--- config.mk ---
export PLATFORM = sky130hd
export DESIGN_NAME = supply_supervisor
export DESIGN_NICKNAME = d
export VERILOG_FILES = /design/src/rtl/ssv_pkg.sv /design/src/rtl/ssv_sync.sv /design/src/rtl/ssv_edge_filter.sv /design/src/rtl/ssv_holdoff.sv /design/src/rtl/supply_supervisor.sv
export SDC_FILE = /design/constraint.sdc
export NUM_CORES = 1
export LEC_CHECK = 0
export CAP_MARGIN = 20
export CELL_PAD_IN_SITES_DETAIL_PLACEMENT = 2
export CELL_PAD_IN_SITES_GLOBAL_PLACEMENT = 2
export CORE_ASPECT_RATIO = 1.2
export CORE_MARGIN = 5
export CORE_UTILIZATION = 42
export CTS_BUF_LIST = sky130_fd_sc_hd__clkbuf_16
export DETAILED_ROUTE_END_ITERATION = 7
export PLACE_DENSITY_LB_ADDON = 0.1
export SLEW_MARGIN = 5
export SYNTH_ARGS = -nofsm -noshare
export SYNTH_HDL_FRONTEND = slang
export SYNTH_SLANG_ARGS = --single-unit
--- constraint.sdc ---
create_clock -name clk -period 4.5 [get_ports clk]
set_input_delay 0.675 -clock clk [delete_from_list [all_inputs] [get_ports clk]]
set_output_delay 0.675 -clock clk [all_outputs]
set_load 0.01 [all_outputs]
--- src/rtl/ssv_pkg.sv ---
package ssv_pkg;
  // Which edge a deglitch filter delays; the opposite edge passes at once.
  typedef enum logic {FILT_RISE = 1'b0, FILT_FALL = 1'b1} filt_edge_e;
endpackage

--- src/rtl/ssv_sync.sv ---
module ssv_sync #(
  parameter int          W       = 1,
  parameter logic [W-1:0] RST_VAL = '0
) (
  input  logic         clk,
  input  logic         rst_n,
  input  logic [W-1:0] d_i,
  output logic [W-1:0] q_o
);
  for (genvar i = 0; i < W; i++) begin : g_bit
    logic s1_q, s2_q;
    always_ff @(posedge clk or negedge rst_n) begin
      if (!rst_n) begin
        s1_q <= RST_VAL[i];
        s2_q <= RST_VAL[i];
      end else begin
        s1_q <= d_i[i];
        s2_q <= s1_q;
      end
    end
    assign q_o[i] = s2_q;
  end
endmodule

--- src/rtl/ssv_edge_filter.sv ---
module ssv_edge_filter
  import ssv_pkg::*;
#(
  parameter int         CYCLES = 4,
  parameter filt_edge_e EDGE   = FILT_RISE
) (
  input  logic clk,
  input  logic rst_n,
  input  logic in_i,
  output logic out_o
);
  localparam int       CW     = (CYCLES > 1) ? $clog2(CYCLES) : 1;
  localparam logic [CW-1:0] LAST = CW'(CYCLES - 1);
  localparam logic     TARGET = (EDGE == FILT_RISE);

  logic [CW-1:0] cnt_q;
  logic          out_q;
  logic          at_target_lvl;

  assign at_target_lvl = (in_i == TARGET);

  always_ff @(posedge clk or negedge rst_n) begin
    if (!rst_n) begin
      cnt_q <= '0;
      out_q <= 1'b0;
    end else if (!at_target_lvl) begin
      cnt_q <= '0;
      out_q <= ~TARGET;
    end else if (out_q != TARGET) begin
      if (cnt_q == LAST) begin
        cnt_q <= '0;
        out_q <= TARGET;
      end else begin
        cnt_q <= cnt_q + 1'b1;
      end
    end
  end

  assign out_o = out_q;

  if (EDGE == FILT_RISE) begin : g_rise_chk

    rise_drop_fast_chk: assert property (@(posedge clk) disable iff (!rst_n)
      !in_i |=> !out_o);

    rise_needs_high_chk: assert property (@(posedge clk) disable iff (!rst_n)
      $rose(out_o) |-> $past(in_i));
  end else begin : g_fall_chk

    fall_rise_fast_chk: assert property (@(posedge clk) disable iff (!rst_n)
      in_i |=> out_o);

    fall_needs_low_chk: assert property (@(posedge clk) disable iff (!rst_n)
      $fell(out_o) |-> !$past(in_i));
  end
endmodule

--- src/rtl/ssv_holdoff.sv ---
module ssv_holdoff #(
  parameter int HOLD_CYCLES = 16
) (
  input  logic clk,
  input  logic rst_n,
  input  logic ok_i,
  output logic release_o
);
  localparam int            CW   = (HOLD_CYCLES > 1) ? $clog2(HOLD_CYCLES) : 1;
  localparam logic [CW-1:0] LAST = CW'(HOLD_CYCLES - 1);

  logic [CW-1:0] cnt_q;
  logic          rel_q;

  always_ff @(posedge clk or negedge rst_n) begin
    if (!rst_n) begin
      cnt_q <= '0;
      rel_q <= 1'b0;
    end else if (!ok_i) begin
      cnt_q <= '0;
      rel_q <= 1'b0;
    end else if (!rel_q) begin
      if (cnt_q == LAST) begin
        rel_q <= 1'b1;
      end else begin
        cnt_q <= cnt_q + 1'b1;
      end
    end
  end

  assign release_o = rel_q;


  drop_clears_chk: assert property (@(posedge clk) disable iff (!rst_n)
    !ok_i |=> !release_o);

  full_count_chk: assert property (@(posedge clk) disable iff (!rst_n)
    $rose(release_o) |-> ($past(cnt_q) == LAST) && $past(ok_i));
endmodule

--- src/rtl/supply_supervisor.sv ---
module supply_supervisor
  import ssv_pkg::*;
#(
  parameter int HOLD_CYCLES    = 24_000_000,
  parameter int RISE_DG_CYCLES = 6000,
  parameter int PG_DG_CYCLES   = 6000
) (
  input  logic clk,
  input  logic rst_n,
  input  logic rail2_ok_i,
  input  logic rail1_ok_i,
  input  logic mr_a_n_i,
  input  logic mr_b_n_i,
  output logic rst_out_oe_o,
  output logic pg_out_oe_o
);
  // Synchronized bits: {rail1, mr_b, mr_a, rail2}; manual inputs idle high.
  logic [3:0] raw_in, syn_q;
  logic       rail2_s, mr_a_s, mr_b_s, rail1_s;
  logic       rail2_q, pg_q, all_ok, released;

  assign raw_in = {rail1_ok_i, mr_b_n_i, mr_a_n_i, rail2_ok_i};

  ssv_sync #(.W(4), .RST_VAL(4'b0110)) u_sync (
    .clk(clk), .rst_n(rst_n), .d_i(raw_in), .q_o(syn_q)
  );

  assign rail2_s = syn_q[0];
  assign mr_a_s  = syn_q[1];
  assign mr_b_s  = syn_q[2];
  assign rail1_s = syn_q[3];

  ssv_edge_filter #(.CYCLES(RISE_DG_CYCLES), .EDGE(FILT_RISE)) u_rail2_dg (
    .clk(clk), .rst_n(rst_n), .in_i(rail2_s), .out_o(rail2_q)
  );

  ssv_edge_filter #(.CYCLES(PG_DG_CYCLES), .EDGE(FILT_FALL)) u_rail1_dg (
    .clk(clk), .rst_n(rst_n), .in_i(rail1_s), .out_o(pg_q)
  );

  assign all_ok = rail2_q & mr_a_s & mr_b_s;

  ssv_holdoff #(.HOLD_CYCLES(HOLD_CYCLES)) u_hold (
    .clk(clk), .rst_n(rst_n), .ok_i(all_ok), .release_o(released)
  );

  // Loss of any condition pulls the pin at once, not one cycle later.
  assign rst_out_oe_o = ~(released & all_ok);
  assign pg_out_oe_o  = ~pg_q;


  rst_in_reset_chk: assert property (@(posedge clk) !rst_n |-> rst_out_oe_o && pg_out_oe_o);

  rail2_low_holds_chk: assert property (@(posedge clk) disable iff (!rst_n)
    !rail2_q |-> rst_out_oe_o);

  manual_holds_chk: assert property (@(posedge clk) disable iff (!rst_n)
    (!mr_a_s || !mr_b_s) |-> rst_out_oe_o);

  pg_release_chk: assert property (@(posedge clk) disable iff (!rst_n)
    $fell(pg_out_oe_o) |-> $past(rail1_s));
endmodule

Word level (Yosys, flattened, before mapping) --
Index checks and enable logic that the tools add are counted.
Storage, ports and cells: flip-flop bits (word level) 62, output and inout port bits 2, logic and storage cells 48
Operators by class: add/sub/neg operators 3, eq/ne operators 6, mux-type cells 18, bitwise operators 5, reduce and logical (&&, ||, !) cells 2
Operator list (count):
- $mux 13 | 6
- $mux 25 | 3
- $add 13x1->13 const B | 2
- $eq 13x13->1 const B | 2
- $add 25x1->25 const B | 1
- $eq 25x25->1 const B | 1
- $mux 1 | 9
- $ne 2x2->1 const B | 3
- $and 1x1->1 | 3
- $not 1->1 | 2
- $reduce_and 2->1 | 1
- $reduce_bool 2->1 | 1

Depth between registers and ports, before layout --
Gate-level depths: netlist (run 1).
depth after elaboration 4, depth in mapped cells 8, gate-level depth less buffers 6

Modules after synthesis --
From an unflattened synthesis (run 1), not the netlist that was laid out.
Unflattened totals: cells, all modules 341, area, all modules 3299.4 um2
Modules (own cells, without submodules):
- ssv_holdoff | times used 1, cells each 155, area an instance 1475.2 um2, seq. area each 650.6 um2
- ssv_edge_filter at u_rail1_dg | times used 1, cells each 83, area an instance 793.3 um2, seq. area each 350.3 um2
- ssv_edge_filter at u_rail2_dg | times used 1, cells each 88, area an instance 779.5 um2, seq. area each 350.3 um2
- ssv_sync | times used 1, cells each 12, area an instance 235.2 um2, seq. area each 205.2 um2
- supply_supervisor | times used 1, cells each 3, area an instance 16.3 um2, seq. area each 0.0 um2

Least setup slack after synthesis (run 1) --
OpenSTA, ideal clock, no wires.
kind flip-flop to flip-flop, start register u_hold.cnt_q[9], end register u_hold.cnt_q[7], setup time 0.119 ns, arrival 1.863 ns, data required time 4.381 ns, path slack 2.518 ns, stages on the path, launching flop included 8, clock period less this slack 1.982 ns, cells stage by stage dfrtp_1 -> or4b_1 -> nor4_2 -> a21o_1 -> buf_4 -> buf_4 -> nor3_1 -> o21a_1
On the way: word-level cells in the longest chain between the ends 3
Ends and longest elaborated chain:
- start: declaration | RTL line ssv_holdoff.sv:12 | logic [CW-1:0] cnt_q;
- start signal: assignment | RTL line ssv_holdoff.sv:26 | cnt_q <= cnt_q + 1'b1;
- $eq 25x25->1 | RTL line ssv_holdoff.sv:23 | if (cnt_q == LAST) begin
- $ne 2x2->1 (no source line)
- $reduce_and 2->1 (no source line)
No other way between the ends. A chain may end at the register's enable or synchronous reset.

Worst setup path after layout (run 1) --
start register u_rail1_dg.cnt_q[0], end register u_rail1_dg.cnt_q[8]
On the way: word-level cells in the longest chain between the ends 4
Ends and longest elaborated chain:
- start: declaration | RTL line ssv_edge_filter.sv:16 | logic [CW-1:0] cnt_q;
- start signal: assignment | RTL line ssv_edge_filter.sv:34 | cnt_q <= cnt_q + 1'b1;
- $add 13x1->13 / $eq 13x13->1 (equally long branches) | RTL line ssv_edge_filter.sv:34, ssv_edge_filter.sv:30
- $mux 13 (*) | RTL line ssv_edge_filter.sv:30 | if (cnt_q == LAST) begin
- $mux 13 (*) | RTL line ssv_edge_filter.sv:29 | end else if (out_q != TARGET) begin
- $mux 13 (*) | RTL line ssv_edge_filter.sv:26 | end else if (!at_target_lvl) begin
Every way passes the cells marked *; elsewhere a longest branch is shown, timed or not. The select of a mux whose other input is x is not followed.

==> results by stage, run 1 <==
CTS:
- At the later pin of the worst-skew pair, clock insertion delay measures roughly 330 ps.
- The count of instances resized after the clock tree is built is 0.
- Counting the buffers created by CTS gives 9.
- Hold repair after CTS inserted 0 buffers.
- The clock tree root driver cell is sky130_fd_sc_hd__clkbuf_16.
- TritonCTS built the clock tree.
- The clock edge transition at the registers on the reported setup and hold paths is ~50 ps.
- The buffer depth of the longest clock path is 2.
- The clock sink count is between 60 and 70.
- The number of setup buffers added after CTS is 0.
- The H-tree was split into 3 levels.

Die:
- The number of ports placed on the die boundary is 8.
- The number of cell rows is 34.
- The die is around 89 um wide.
- The floorplan step set the die height to around 100 um.
- The area enclosed by the die boundary is ~0.0093 mm2.
- The region available for standard cell placement spans around 0.0072 mm2.
- The initial utilization of the core area, before any placement, comes to 0.431.

Finish:
- The antenna diode count is 0.
- In the final layout, the share of cells above drive strength 1 is 0.0725.
- Fill cells in the final layout number 793.
- The multi-input gate area in the final layout is 0.00148 mm2.
- The sequential cells in the finished layout cover a total of roughly 0.0016 mm2.
- The area growth from synthesis to layout is 13.1%.
- The number of nets at the end of the flow is approximately 350.

Setup path:
- The worst setup path is launched from a flip-flop.
- The setup slack of the worst register-to-register path is 1940 ps.
- The cell family contributing the most delay on the critical path is compound AO/OA/AOI/OAI gates.
- STA classifies the critical path endpoint as a flip-flop.
- The largest fanout on the critical path is 13.
- The library cell contributing the largest single delay on the critical path is sky130_fd_sc_hd__o41ai_2.
- The most prevalent standard cell on the critical path is sky130_fd_sc_hd__a31oi_1.
- Walking the worst path, the cells encountered are ha_1, nand4b_1, o41ai_2, nor2_1, a31oi_1, a31oi_1.
- The longest individual stage delay on the worst path is about 840 ps.
- The number of buffers and inverters on the critical path is 0.
- By startpoint and endpoint, the worst setup path is classified as flip-flop to flip-flop.
- Data on the critical path is required at its endpoint by 4700 ps.
- STA puts the critical path data arrival time at around 2800 ps.

Yosys:
- The number of enable-type register cells in the synthesized netlist is 0.
- The combined area of all synthesized cells is approximately 0.0031 mm2.
- The share of the Yosys chip area taken by registers is 0.499.
- For this run, the leading register cell type out of synthesis is sky130_fd_sc_hd__dfrtp_1.
- Counting flops with an async set or reset pin after synthesis yields a share of 1.00.
- The net count after synthesis is 344.
- Dividing the synthesized area by the synthesized cell count gives just over 9 um2.
- During synthesis, Yosys emitted a total of 0 warnings.
- Synthesis produced approximately 340 cells.
- Synthesis instantiated 50 different standard cells from the library.
- After synthesis the netlist holds a flip-flop and latch count of 62.

STA:
- Setup slack on the critical path of the routed design comes to 1940 ps.
- The number of endpoints with negative hold slack in the final report is 0.
- The setup violation total in the final timing report is 0.
- The minimum period implied by the final worst setup slack is 2560 ps.
- The final-report max-slew violation count came to 0.
- The worst clock skew is 7.15 ps.
- The achievable clock frequency is 391 MHz.
- The setup TNS is 0 ps.
- Setup repair after global routing left no endpoint under its margin.
- The worst pin sits at a relative slew slack of 0.417.
- Of the available clock period, the critical path in the final layout requires 0.569.
- The measured slew at the worst slew-check pin is roughly 870 ps.

Power and ir drop:
- The part of the power in combinational logic is 0.029.
- In this run the power spent charging and discharging nets is 278 uW.
- Dividing total power by cell area gives a power density of 363 mW/mm2.
- Of the total power, registers draw 0.456.
- The analysis attributes to cell leakage a power of 1.45 nW.
- The internal portion of the total power is about 1 mW.
- Across the VDD grid, the largest voltage drop is about 0.23 mV.
- The share of total power in the clock network is 0.516.
- Of the total power, the share spent switching nets is 0.217.

Place:
- The placer congestion estimate is between 0.8 and 0.9.
- After legalization and detailed placement, the total HPWL measured 5920 um.
- The worst setup timing slack at the placement stage is 2090 ps.
- The total of buffers placed on input and output ports is 7.

Routing:
- For this run, the detailed router's first-pass iteration total came to 5.
- The overall via count from detail_route is about 2,600.
- The number of nets with antenna violations after detailed routing is 0.
- The initial DRC count is 81.
- The routed design has 8690 um of wire.
- The remaining design rule violation count is 0.
- In the final routed layout, each cell accounts on average for 20.0 um.
- After detailed routing, the number of vias per cell comes to roughly 6.0.

GRT:
- The number of antenna violations at the first check in global routing was 0.
- For this run the aggregate overflow at the end of global routing stands at 0.
- The largest net degree at the start of global routing is 33.
- The via count of the first global-routing pass is 2,980.
- The combined global-route utilization of all metal layers is 0.204.
- The first global-routing pass estimated about 15,000 um of wire.

Outcome:
- The flow ran to the end, and the final reports show no timing, DRC or antenna violations.

Worst hold path:
- The class of the worst hold path is flip-flop to flip-flop.

Flow run:
- The max-capacitance violation count is 0.
-- power groups by stage --
| stage | Combinational [mW] | Sequential (mW) | Clock (mW) |
|---|---|---|---|
| after floorplan | 0.0182 | 0.587 | 0 |
| after global placement | 0.0356 | 0.591 | 0 |
| after detailed placement | 0.0380 | 0.592 | 0 |
| after CTS | 0.0386 | 0.583 | 0.682 |
| after global routing | 0.0432 | 0.585 | 0.701 |
| final | 0.0368 | 0.583 | 0.660 |
-- sequential cells by signal, indices dropped and copies added (netlist names) --
name,count
u_sync.g_bit.s1_q,4
u_rail1_dg.cnt_q,13
u_hold.cnt_q,25
u_hold.release_o,1
u_rail1_dg.out_o,1
u_rail2_dg.out_o,1
u_sync.g_bit.s2_q,4
u_rail2_dg.cnt_q,13
-- Yosys cell counts, types with 2 or more instances --
library cell	instances	area, um2
sky130_fd_sc_hd__nor3_1	9	45.0
sky130_fd_sc_hd__nand3_1	20	100
sky130_fd_sc_hd__nor4b_1	3	26.3
sky130_fd_sc_hd__a41oi_1	2	17.5
sky130_fd_sc_hd__a21o_1	2	15.0
sky130_fd_sc_hd__o41ai_1	2	17.5
sky130_fd_sc_hd__o21ai_1	6	30.0
sky130_fd_sc_hd__and3_1	9	56.3
sky130_fd_sc_hd__or3_1	11	68.8
sky130_fd_sc_hd__buf_4	2	15.0
sky130_fd_sc_hd__xor2_1	6	52.6
sky130_fd_sc_hd__dfrtp_1	58	1450
sky130_fd_sc_hd__ha_1	3	37.5
sky130_fd_sc_hd__a31oi_1	13	81.3
sky130_fd_sc_hd__nand4_1	10	62.6
sky130_fd_sc_hd__nand2b_1	4	25.0
sky130_fd_sc_hd__a22o_1	4	35.0
sky130_fd_sc_hd__o31ai_1	3	22.5
sky130_fd_sc_hd__nand2_1	39	146
sky130_fd_sc_hd__or4_1	4	30.0
sky130_fd_sc_hd__nor4_1	3	18.8
sky130_fd_sc_hd__inv_1	5	18.8
sky130_fd_sc_hd__and2_1	7	43.8
sky130_fd_sc_hd__dfstp_2	4	105
sky130_fd_sc_hd__nand4bb_1	2	22.5
sky130_fd_sc_hd__o21ai_0	14	70.1
sky130_fd_sc_hd__xnor2_1	3	26.3
sky130_fd_sc_hd__clkbuf_1	11	41.3
sky130_fd_sc_hd__and4_1	2	17.5
sky130_fd_sc_hd__o21a_1	2	15.0
sky130_fd_sc_hd__a21oi_1	23	115
sky130_fd_sc_hd__nand4b_1	3	26.3
sky130_fd_sc_hd__nor2b_1	2	12.5
sky130_fd_sc_hd__nor2_1	27	101
sky130_fd_sc_hd__or2_2	2	12.5
-- cells in the final DEF (no fill, tap or decap), drive strengths merged, types with 3 or more instances in the layout --
| cell | instances |
|---|---|
| nand4 | 11 |
| nand3 | 20 |
| nor3 | 9 |
| nand2b | 4 |
| ha | 3 |
| xnor2 | 3 |
| or4 | 4 |
| clkdlybuf4s50 | 6 |
| clkinv | 5 |
| buf | 3 |
| xor2 | 6 |
| nand2 | 39 |
| dfstp | 4 |
| nor2 | 27 |
| or2 | 3 |
| inv | 6 |
| o31ai | 3 |
| nand4b | 3 |
| a21oi | 23 |
| nor4 | 4 |
| and2 | 7 |
| dfrtp | 58 |
| a22o | 4 |
| or3 | 11 |
| clkbuf | 9 |
| nor4b | 3 |
| a31oi | 13 |
| and3 | 9 |
| o21ai | 20 |
| o41ai | 3 |
-- final timing paths --
check / to / cells past startpoint / from
hold reg to reg: u_sync.g_bit[3].s2_q$_DFF_PN0_ / 0 / u_sync.g_bit[3].s1_q$_DFF_PN0_
hold / removal: u_sync.g_bit[3].s2_q$_DFF_PN0_ / 0 / u_sync.g_bit[3].s1_q$_DFF_PN0_
setup / recovery: u_rail1_dg.cnt_q[8]$_DFFE_PN0P_ / 6 / u_rail1_dg.cnt_q[0]$_DFFE_PN0P_
setup reg to reg: u_rail1_dg.cnt_q[8]$_DFFE_PN0P_ / 6 / u_rail1_dg.cnt_q[0]$_DFFE_PN0P_
max in group asynchronous: u_sync.g_bit[1].s2_q$_DFF_PN1_ / 2 / rst_n
min in group asynchronous: u_hold.cnt_q[4]$_DFFE_PN0P_ / 1 / rst_n
-- cells by family (layout without fill, tap and decap cells) --
family	count (synthesis)	count (layout)	share of synthesized area
AND/OR/NAND/NOR	162	162	0.277
buffers and inverters	20	30	0.0273
multiplexers	1	1	0.00321
AO/OA/AOI/OAI	78	78	0.155
XOR/XNOR	9	9	0.0253
adder cells (fa/ha/maj)	3	3	0.0120
flip-flops	62	62	0.499
-- worst register-to-register path, delay by kind of cell, from the launching register on --
kind / cells / cell delay [ps]
simple gates: 2 / 600
flops: 1 / 400
fa+ha+maj: 1 / 230
compound gates: 3 / 1210
-- stage by stage --
stage | power [mW] | std cells | utilization | instance area [um2] | hold slack [ps]
2_1_floorplan | 0.606 | 335 | - | 3120 | 331
3_3_place_gp | 0.627 | 419 | 0.448 | 3240 | 335
3_5_place_dp | 0.630 | 419 | 0.448 | 3240 | 342
4_1_cts | 1.30 | 435 | 0.487 | 3520 | 358
5_1_grt | 1.33 | 435 | 0.487 | 3520 | 365
6_report | 1.28 | 435 | 0.487 | 3520 | 354
-- area by class of cell --
class                      instances  area share
timing repair buffer               9      0.0227
sequential                        62       0.442
inverter                           5     0.00532
clock buffer                       9      0.0639
clock inverter                     7      0.0160
tap                               90      0.0319
multi-input combinational        253       0.419
-- layer usage --
layer | vias to the layer above | GRT usage | wire length, um
met5 | - | 0 | 0
met4 | 0 | 0.0605 | 115
met3 | 9 | 0.0388 | 188
met2 | 27 | 0.357 | 4560
met1 | 1349 | 0.247 | 3830
li1 | 1238 | - | -
Power figures use the tool's default switching activity.
==> run 2: changes to the inputs <==
--- a/config.mk
+++ b/config.mk
@@ -10,7 +10,7 @@
 export CELL_PAD_IN_SITES_GLOBAL_PLACEMENT = 2
 export CORE_ASPECT_RATIO = 1.2
 export CORE_MARGIN = 5
-export CORE_UTILIZATION = 42
+export CORE_UTILIZATION = 39
 export CTS_BUF_LIST = sky130_fd_sc_hd__clkbuf_16
 export DETAILED_ROUTE_END_ITERATION = 7
 export PLACE_DENSITY_LB_ADDON = 0.1
==> constraint.sdc (replaced) <==
create_clock -name clk -period 2.4 [get_ports clk]
set_input_delay 0.36 -clock clk [delete_from_list [all_inputs] [get_ports clk]]
set_output_delay 0.36 -clock clk [all_outputs]
set_load 0.01 [all_outputs]
==> results by stage, run 2 (synthesis results as in run 1) <==
Outcome:
- The flow ran to the end, and the final reports show no timing, DRC or antenna violations.

CTS:
- The number of H-tree levels is 3 (unchanged).
- The hold buffer count at cts is 0 (unchanged).
- The clock sink count is 62 (unchanged).
- The latest clock arrival within the worst-skew pair is 330 ps (about the same).
- The clock edge transition at the registers on the reported setup and hold paths was 60 ps (about the same).
- The root buffer cell chosen for the clock tree is sky130_fd_sc_hd__clkbuf_16.
- The clock tree from TritonCTS is built.
- The number of CTS-inserted buffers came to 9 (unchanged).
- The buffer depth of the longest clock path came to 2 (unchanged).

Finish:
- The largest registers in the layout are u_hold.cnt_q x25, u_rail1_dg.cnt_q x13, u_rail2_dg.cnt_q x13.
- The commonest non-fill, non-tap cell in the layout is sky130_fd_sc_hd__dfrtp_1.
- The final cell utilization of the core came to 0.462 (-0.0251).
- The number of nets at the end of the flow is 355 (+1.7%).
- The fraction of layout cells with a size suffix above 1 was 0.0943 (+0.0218).
- Leaving out fill and tap cells, the most frequent cells in the layout are sky130_fd_sc_hd__dfrtp_1, sky130_fd_sc_hd__nand2_1, sky130_fd_sc_hd__nor2_1, sky130_fd_sc_hd__a21oi_1, sky130_fd_sc_hd__nand3_1.
- The register with the most flip-flops in the final layout is u_hold.cnt_q.
- The antenna diode count was 0 (unchanged).
- The flip-flop count of the largest register, all copies and words added is 25 (unchanged).
- The area growth from synthesis to layout is 15.0%.
- The post-layout instance area was 0.00358 mm2 (+1.7%).

Routing:
- The first-pass iteration count of the detailed router was 4 (-1).
- The overall via count from detail_route came to 2,674 (+1.9%).
- The final routed wire length divided by cell count is 20.1 um (+0.56%).
- The per-cell via count in the routed design was 6.05 (+0.33%).
- The total detailed-routing wirelength came to 8880 um (+2.2%).
- The number of nets with antenna violations after detailed routing is 0 (unchanged).
- The remaining design rule violation count came to 0 (unchanged).
- The initial DRC count is 55 (-32%).

Power and ir drop:
- The relative contribution of sequential cells to total power came to 0.453 (-0.003).
- The part of the power in combinational logic was 0.031 (+0.002).
- The net switching power figure is 532 uW (+92%).
- The switching portion of total power is 0.220 (+0.00347).
- The total leakage power is 1.48 nW (+1.9%).
- The power density over the cells is 674 mW/mm2 (+86%).
- The total internal power was 1.88 mW (+88%).
- The largest vdd supply drop is 0.457 mV (+99%).
- The share of total power in the clock network is 0.516 (about the same).

Die:
- The number of cell rows is 35 (+2.9%).
- The die extent in x was 91.6 um (+3.3%).
- The die outline height was 108 um (+3.4%).
- The core footprint is 0.00775 mm2 (+7.2%).
- The area enclosed by the die boundary is 0.00989 mm2 (+6.9%).
- The number of ports placed on the die boundary came to 8 (unchanged).
- The starting utilization of the core area was 0.402 (-0.0289).

STA:
- The measured slew at the worst slew-check pin is 690 ps (-182 ps).
- The minimum period implied by the final worst setup slack was 2200 ps (-363 ps).
- The max-slew headroom at the worst pin is 0.540 (+0.124).
- The worst clock skew was 9.24 ps (+2.09 ps).
- The final clock period utilization by the worst path is 0.915 (+0.346).
- The smallest setup slack after layout is 204 ps (-1740 ps).
- The final-layout worst hold slack is 33.8 ps (-320 ps).
- Setup repair after global routing left no endpoint under its margin.
- The setup violation total in the final timing report was 0 (unchanged).
- The achievable clock frequency came to 455 MHz (+17%).
- The setup TNS was 0 ps (unchanged).
- The number of endpoints with negative hold slack in the final report is 0 (unchanged).
- The final-report max-slew violation count is 0 (unchanged).

GRT:
- The combined global-route utilization of all metal layers came to 0.194 (-0.00944).
- The via count of the first global-routing pass came to 2,922 (-1.9%).
- The wire length of the first global-routing pass is 15,000 um (+1.5%).
- The largest net degree at the start of global routing is 63 (+91%).
- The global route total overflow is 0 (unchanged).
- The number of antenna violations at the first check in global routing is 0 (unchanged).

Flow run:
- The max-capacitance violation count is 0 (unchanged).

Place:
- The estimated wirelength of the detail-placed design is 6060 um (+2.4%).
- The worst setup timing slack at the placement stage was 176 ps (-1920 ps).
- The total of buffers placed on input and output ports came to 7 (unchanged).
- The placer congestion estimate is 0.777 (-3.5%).
- The area of placed instances was 0.00330 mm2 (+1.9%).

Setup path:
- The largest fanout on the critical path is 15 (+2).
- The endpoint identified for the worst register-to-register timing path is u_rail2_dg.cnt_q[3]$_DFFE_PN0P_.
- The data arrival time of the critical path is 2430 ps (-330 ps).
- The type of the worst setup path is flip-flop to flip-flop.
- The element type at the critical path end is a flip-flop.
- The setup slack of the worst register-to-register path is 200 ps (-1740 ps).
- The critical register-to-register path startpoint is u_rail2_dg.cnt_q[0]$_DFFE_PN0P_.
- STA classifies the critical path startpoint as a flip-flop.
- The cell count of the worst reg-to-reg path is 6 (unchanged).
- The worst path required time came to 2630 ps (-2070 ps).

Worst hold path:
- The worst hold path belongs to the class input port to async pin.
==> run 2: cell count changes in the layout (fill, tap and decap cells not counted) <==
cell / before / now
sky130_fd_sc_hd__a21o_1: 2 / 1
sky130_fd_sc_hd__buf_4: 2 / 7
sky130_fd_sc_hd__buf_12: 0 / 1
sky130_fd_sc_hd__clkinv_2: 3 / 4
sky130_fd_sc_hd__a21o_2: 0 / 1
sky130_fd_sc_hd__inv_1: 6 / 5
sky130_fd_sc_hd__clkinv_1: 2 / 1
==> run 2: power by group through the flow <==
stage	logic [mW]	clock network (mW)	registers [mW]
final	0.0748	1.25	1.10
after CTS	0.0780	1.28	1.09
after floorplan	0.0341	0	1.10
after global placement	0.0731	0	1.11
after detailed placement	0.0760	0	1.11
after global routing	0.0855	1.34	1.10
==> run 2: metrics by stage <==
stage                     total power, mW  std cells
after floorplan                      1.14        335
after global placement               1.18        427
after detailed placement             1.19        427
after CTS                            2.45        442
after global routing                 2.52        442
final                                2.42        442
==> run 2: area by class of cell <==
| cell class | instances | area (um2) |
|---|---|---|
| inverter | 5 | 18.8 |
| clock inverter | 6 | 53.8 |
| tap | 92 | 115 |
| timing repair buffer | 15 | 138 |
| clock buffer | 9 | 225 |
| sequential | 62 | 1560 |
| fill | 838 | 4170 |
| multi-input combinational | 253 | 1480 |
==> run 2: timing repair <==
action	CTS	global route
buffers inserted	0	0
setup endpoints to repair	0	1
resized for setup	0	1
==> run 2: worst max-delay path: stages (launching register included) <==
cell and delay [ps]:
sky130_fd_sc_hd__dfrtp_1 430, sky130_fd_sc_hd__ha_1 260, sky130_fd_sc_hd__and3_1 200, sky130_fd_sc_hd__a41oi_1 240, sky130_fd_sc_hd__and2_1 520, sky130_fd_sc_hd__a41oi_1 240, sky130_fd_sc_hd__a31oi_1 220
==> run 2: how the worst max path moves through the flow <==
stage	depth (start not counted)	to	start	slack, ps
4_1_cts	5	u_hold.cnt_q[18]$_DFFE_PN0P_	u_hold.cnt_q[9]$_DFFE_PN0P_	160
3_5_place_dp	5	u_hold.cnt_q[7]$_DFFE_PN0P_	u_hold.cnt_q[9]$_DFFE_PN0P_	180
5_1_grt	6	u_rail2_dg.cnt_q[3]$_DFFE_PN0P_	u_rail2_dg.cnt_q[0]$_DFFE_PN0P_	20
6_report	6	u_rail2_dg.cnt_q[3]$_DFFE_PN0P_	u_rail2_dg.cnt_q[0]$_DFFE_PN0P_	200
3_3_place_gp	5	u_hold.cnt_q[7]$_DFFE_PN0P_	u_hold.cnt_q[9]$_DFFE_PN0P_	230
2_1_floorplan	7	u_hold.cnt_q[7]$_DFFE_PN0P_	u_hold.cnt_q[9]$_DFFE_PN0P_	420
==> run 2: metal layers <==
| metal | vias up | GRT usage | share of wire |
|---|---|---|---|
| met5 | - | 0 | 0 |
| met4 | 0 | 0.0754 | 0.020 |
| li1 | 1250 | - | - |
| met2 | 37 | 0.357 | 0.54 |
| met1 | 1372 | 0.224 | 0.42 |
| met3 | 15 | 0.0336 | 0.021 |
==> run 3: changes to the inputs <==
--- a/config.mk
+++ b/config.mk
@@ -9,12 +9,11 @@
 export CELL_PAD_IN_SITES_DETAIL_PLACEMENT = 2
 export CELL_PAD_IN_SITES_GLOBAL_PLACEMENT = 2
 export CORE_ASPECT_RATIO = 1.2
-export CORE_MARGIN = 5
+export CORE_MARGIN = 3
 export CORE_UTILIZATION = 39
 export CTS_BUF_LIST = sky130_fd_sc_hd__clkbuf_16
 export DETAILED_ROUTE_END_ITERATION = 7
 export PLACE_DENSITY_LB_ADDON = 0.1
-export SLEW_MARGIN = 5
 export SYNTH_ARGS = -nofsm -noshare
 export SYNTH_HDL_FRONTEND = slang
 export SYNTH_SLANG_ARGS = --single-unit
==> results by stage, run 3 (synthesis results as in run 1) <==
Routing:
- The overall via count from detail_route is 2,653 (-0.79%).
- The final routed wire length divided by cell count was 20.6 um (+2.4%).
- The total detailed-routing wirelength is 9110 um (+2.6%).
- The initial DRC count is 59 (+7.3%).
- The number of nets with antenna violations after detailed routing is 0 (unchanged).
- The first-pass iteration count of the detailed router is 4 (unchanged).
- The remaining design rule violation count is 0 (unchanged).
- The per-cell via count in the routed design is 5.99 (-1.0%).

CTS:
- The clock sink count is 62 (unchanged).
- The number of CTS-inserted buffers is 9 (unchanged).
- The clock tree root driver cell is sky130_fd_sc_hd__clkbuf_16.
- The count of instances resized after the clock tree is built was 0 (unchanged).
- The number of H-tree levels was 3 (unchanged).
- The hold buffer count at cts is 0 (unchanged).
- The buffer depth of the longest clock path is 2 (unchanged).
- The clock edge transition at the registers on the reported setup and hold paths is 50 ps (about the same).
- The latest clock arrival within the worst-skew pair came to 330 ps (about the same).
- TritonCTS built the clock tree.
- The buffer count from post-CTS setup fixing came to 0 (unchanged).

Place:
- The estimated wirelength of the detail-placed design is 6140 um (+1.4%).
- The placer congestion estimate was 0.797 (+2.5%).
- The area of placed instances is 0.00330 mm2 (unchanged).
- The total of buffers placed on input and output ports was 7 (unchanged).

Die:
- The core footprint was 0.00771 mm2 (-0.56%).
- The die extent in x was 87.6 um (-4.4%).
- The area enclosed by the die boundary is 0.00910 mm2 (-7.9%).
- The starting utilization of the core area is 0.404 (+0.00228).
- The number of ports placed on the die boundary is 8 (unchanged).
- The number of cell rows is 35 (unchanged).
- The die outline height came to 104 um (-3.7%).

Finish:
- u_hold.cnt_q holds more flip-flops than any other register.
- The area occupied by registers is 0.00156 mm2 (unchanged).
- The library cells used most frequently in the layout, excluding fill and tap cells, are sky130_fd_sc_hd__dfrtp_1, sky130_fd_sc_hd__nand2_1, sky130_fd_sc_hd__nor2_1, sky130_fd_sc_hd__a21oi_1, sky130_fd_sc_hd__nand3_1.
- The fraction of layout cells with a size suffix above 1 is 0.0883 (-0.00597).
- The antenna diode count is 0 (unchanged).
- The area growth from synthesis to layout is 15.0% (about the same).
- Leaving out fill and tap cells, the most frequent cell in the layout is sky130_fd_sc_hd__dfrtp_1.
- The post-layout instance area was 0.00358 mm2 (about the same).
- The number of nets at the end of the flow is 355 (unchanged).
- The largest registers in the layout are u_hold.cnt_q x25, u_rail1_dg.cnt_q x13, u_rail2_dg.cnt_q x13.
- The multi-input gate area in the final layout is 0.00148 mm2 (about the same).
- The number of fill cells in the layout came to 844 (+0.72%).
- The flip-flop count of the largest register, all copies and words added came to 25 (unchanged).

Setup path:
- STA classifies the critical path endpoint as a flip-flop.
- The signal on the critical path passes through or4b_1, nor4_2, a21o_1, buf_4, or3_1, a21oi_1.
- The type of the worst setup path is flip-flop to flip-flop.
- The worst setup path is launched from a flip-flop.
- The data arrival time of the critical path came to 2450 ps (+20 ps).
- The longest individual stage delay on the worst path is 560 ps (+40 ps).
- The worst path required time is 2620 ps (about the same).
- The largest fanout on the critical path came to 11 (-4).
- The slowest stage of the critical path belongs to the cell sky130_fd_sc_hd__or4b_1.

STA:
- The final clock period utilization by the worst path is 0.932 (+0.0173).
- The setup TNS came to 0 ps (unchanged).
- The max-slew headroom at the worst pin is 0.595 (+0.0543).
- The worst clock skew is 3.85 ps (-5.39 ps).
- The final-report max-slew violation count is 0 (unchanged).
- The minimum period implied by the final worst setup slack is 2240 ps (+41.6 ps).
- The number of endpoints with negative hold slack in the final report is 0 (unchanged).
- The final-layout worst hold slack is 29.5 ps (-4.34 ps).
- The setup violation total in the final timing report is 0 (unchanged).
- The achievable clock frequency is 447 MHz (-1.9%).
- Setup repair after global routing left no endpoint under its margin.
- The measured slew at the worst slew-check pin is 603 ps (-87.0 ps).

GRT:
- The via count of the first global-routing pass came to 3,082 (+5.5%).
- The global route total overflow is 0 (unchanged).
- The wire length of the first global-routing pass came to 15,600 um (+3.4%).
- The largest net degree at the start of global routing is 41 (-35%).
- The combined global-route utilization of all metal layers is 0.219 (+0.0249).
- The number of antenna violations at the first check in global routing was 0 (unchanged).

Outcome:
- The flow ran to the end, and the final reports show no timing, DRC or antenna violations.

Power and ir drop:
- The total leakage power is 1.48 nW (+0.44%).
- The largest vdd supply drop is 0.393 mV (-14%).
- The power density over the cells is 676 mW/mm2 (+0.22%).

Flow run:
- The max-capacitance violation count is 0 (unchanged).

Worst hold path:
- The class of the worst hold path is input port to async pin.
run 3: cell count changes in the layout (fill, tap and decap cells not counted), sizes merged:
cell	previous run	this run
inv	5	6
run 3: power breakdown:
part	total (mW)	internal [mW]	leakage, nW	switching, mW
clock	1.25	0.786	0.145	0.468
combinational	0.0739	0.0281	0.507	0.0458
sequential	1.10	1.07	0.833	0.0261
total	2.42	1.88	1.48	0.540
run 3: final cells by class:
cell class,count,area share
Clock inverter,7,0.0157
Sequential cell,62,0.434
Inverter,5,0.00524
Multi-Input combinational cell,253,0.412
Timing Repair Buffer,15,0.0384
Clock buffer,9,0.0628
Tap cell,92,0.0321
run 3: worst paths after layout:
check                      depth (start not counted)  slack [ps]                              to                      startpoint
setup / recovery                                   6         160     u_hold.cnt_q[4]$_DFFE_PN0P_     u_hold.cnt_q[9]$_DFFE_PN0P_
hold / removal                                     1          30     u_hold.cnt_q[4]$_DFFE_PN0P_                           rst_n
setup reg to reg                                   6         160     u_hold.cnt_q[4]$_DFFE_PN0P_     u_hold.cnt_q[9]$_DFFE_PN0P_
hold reg to reg                                    0         360  u_sync.g_bit[2].s2_q$_DFF_PN1_  u_sync.g_bit[2].s1_q$_DFF_PN1_
max in group asynchronous                          2        1690  u_sync.g_bit[1].s1_q$_DFF_PN1_                           rst_n
min in group clk                                   0         360  u_sync.g_bit[2].s2_q$_DFF_PN1_  u_sync.g_bit[2].s1_q$_DFF_PN1_
run 3: stage by stage:
step / worst slack (ps) / total power [mW] / cells / utilization
global route: 1.56 / 2.51 / 443 / 0.465
floorplan: 418 / 1.14 / 335 / -
finish: 162 / 2.42 / 443 / 0.465
detailed placement: 162 / 1.18 / 427 / 0.429
global placement: 274 / 1.18 / 427 / 0.429
CTS: 141 / 2.46 / 443 / 0.465
run 3: worst max-delay path: cells and delay by family (launching register included):
family	cells	cell delay, ps
buf+inv	1	230
simple gates	3	1030
compound gates	2	400
flops	1	460
run 3: routing by layer:
metal  wire length [um]  track usage
met5                  0            0
met2               4810        0.378
met4                191       0.0921
met1               3950        0.267
met3                160       0.0325
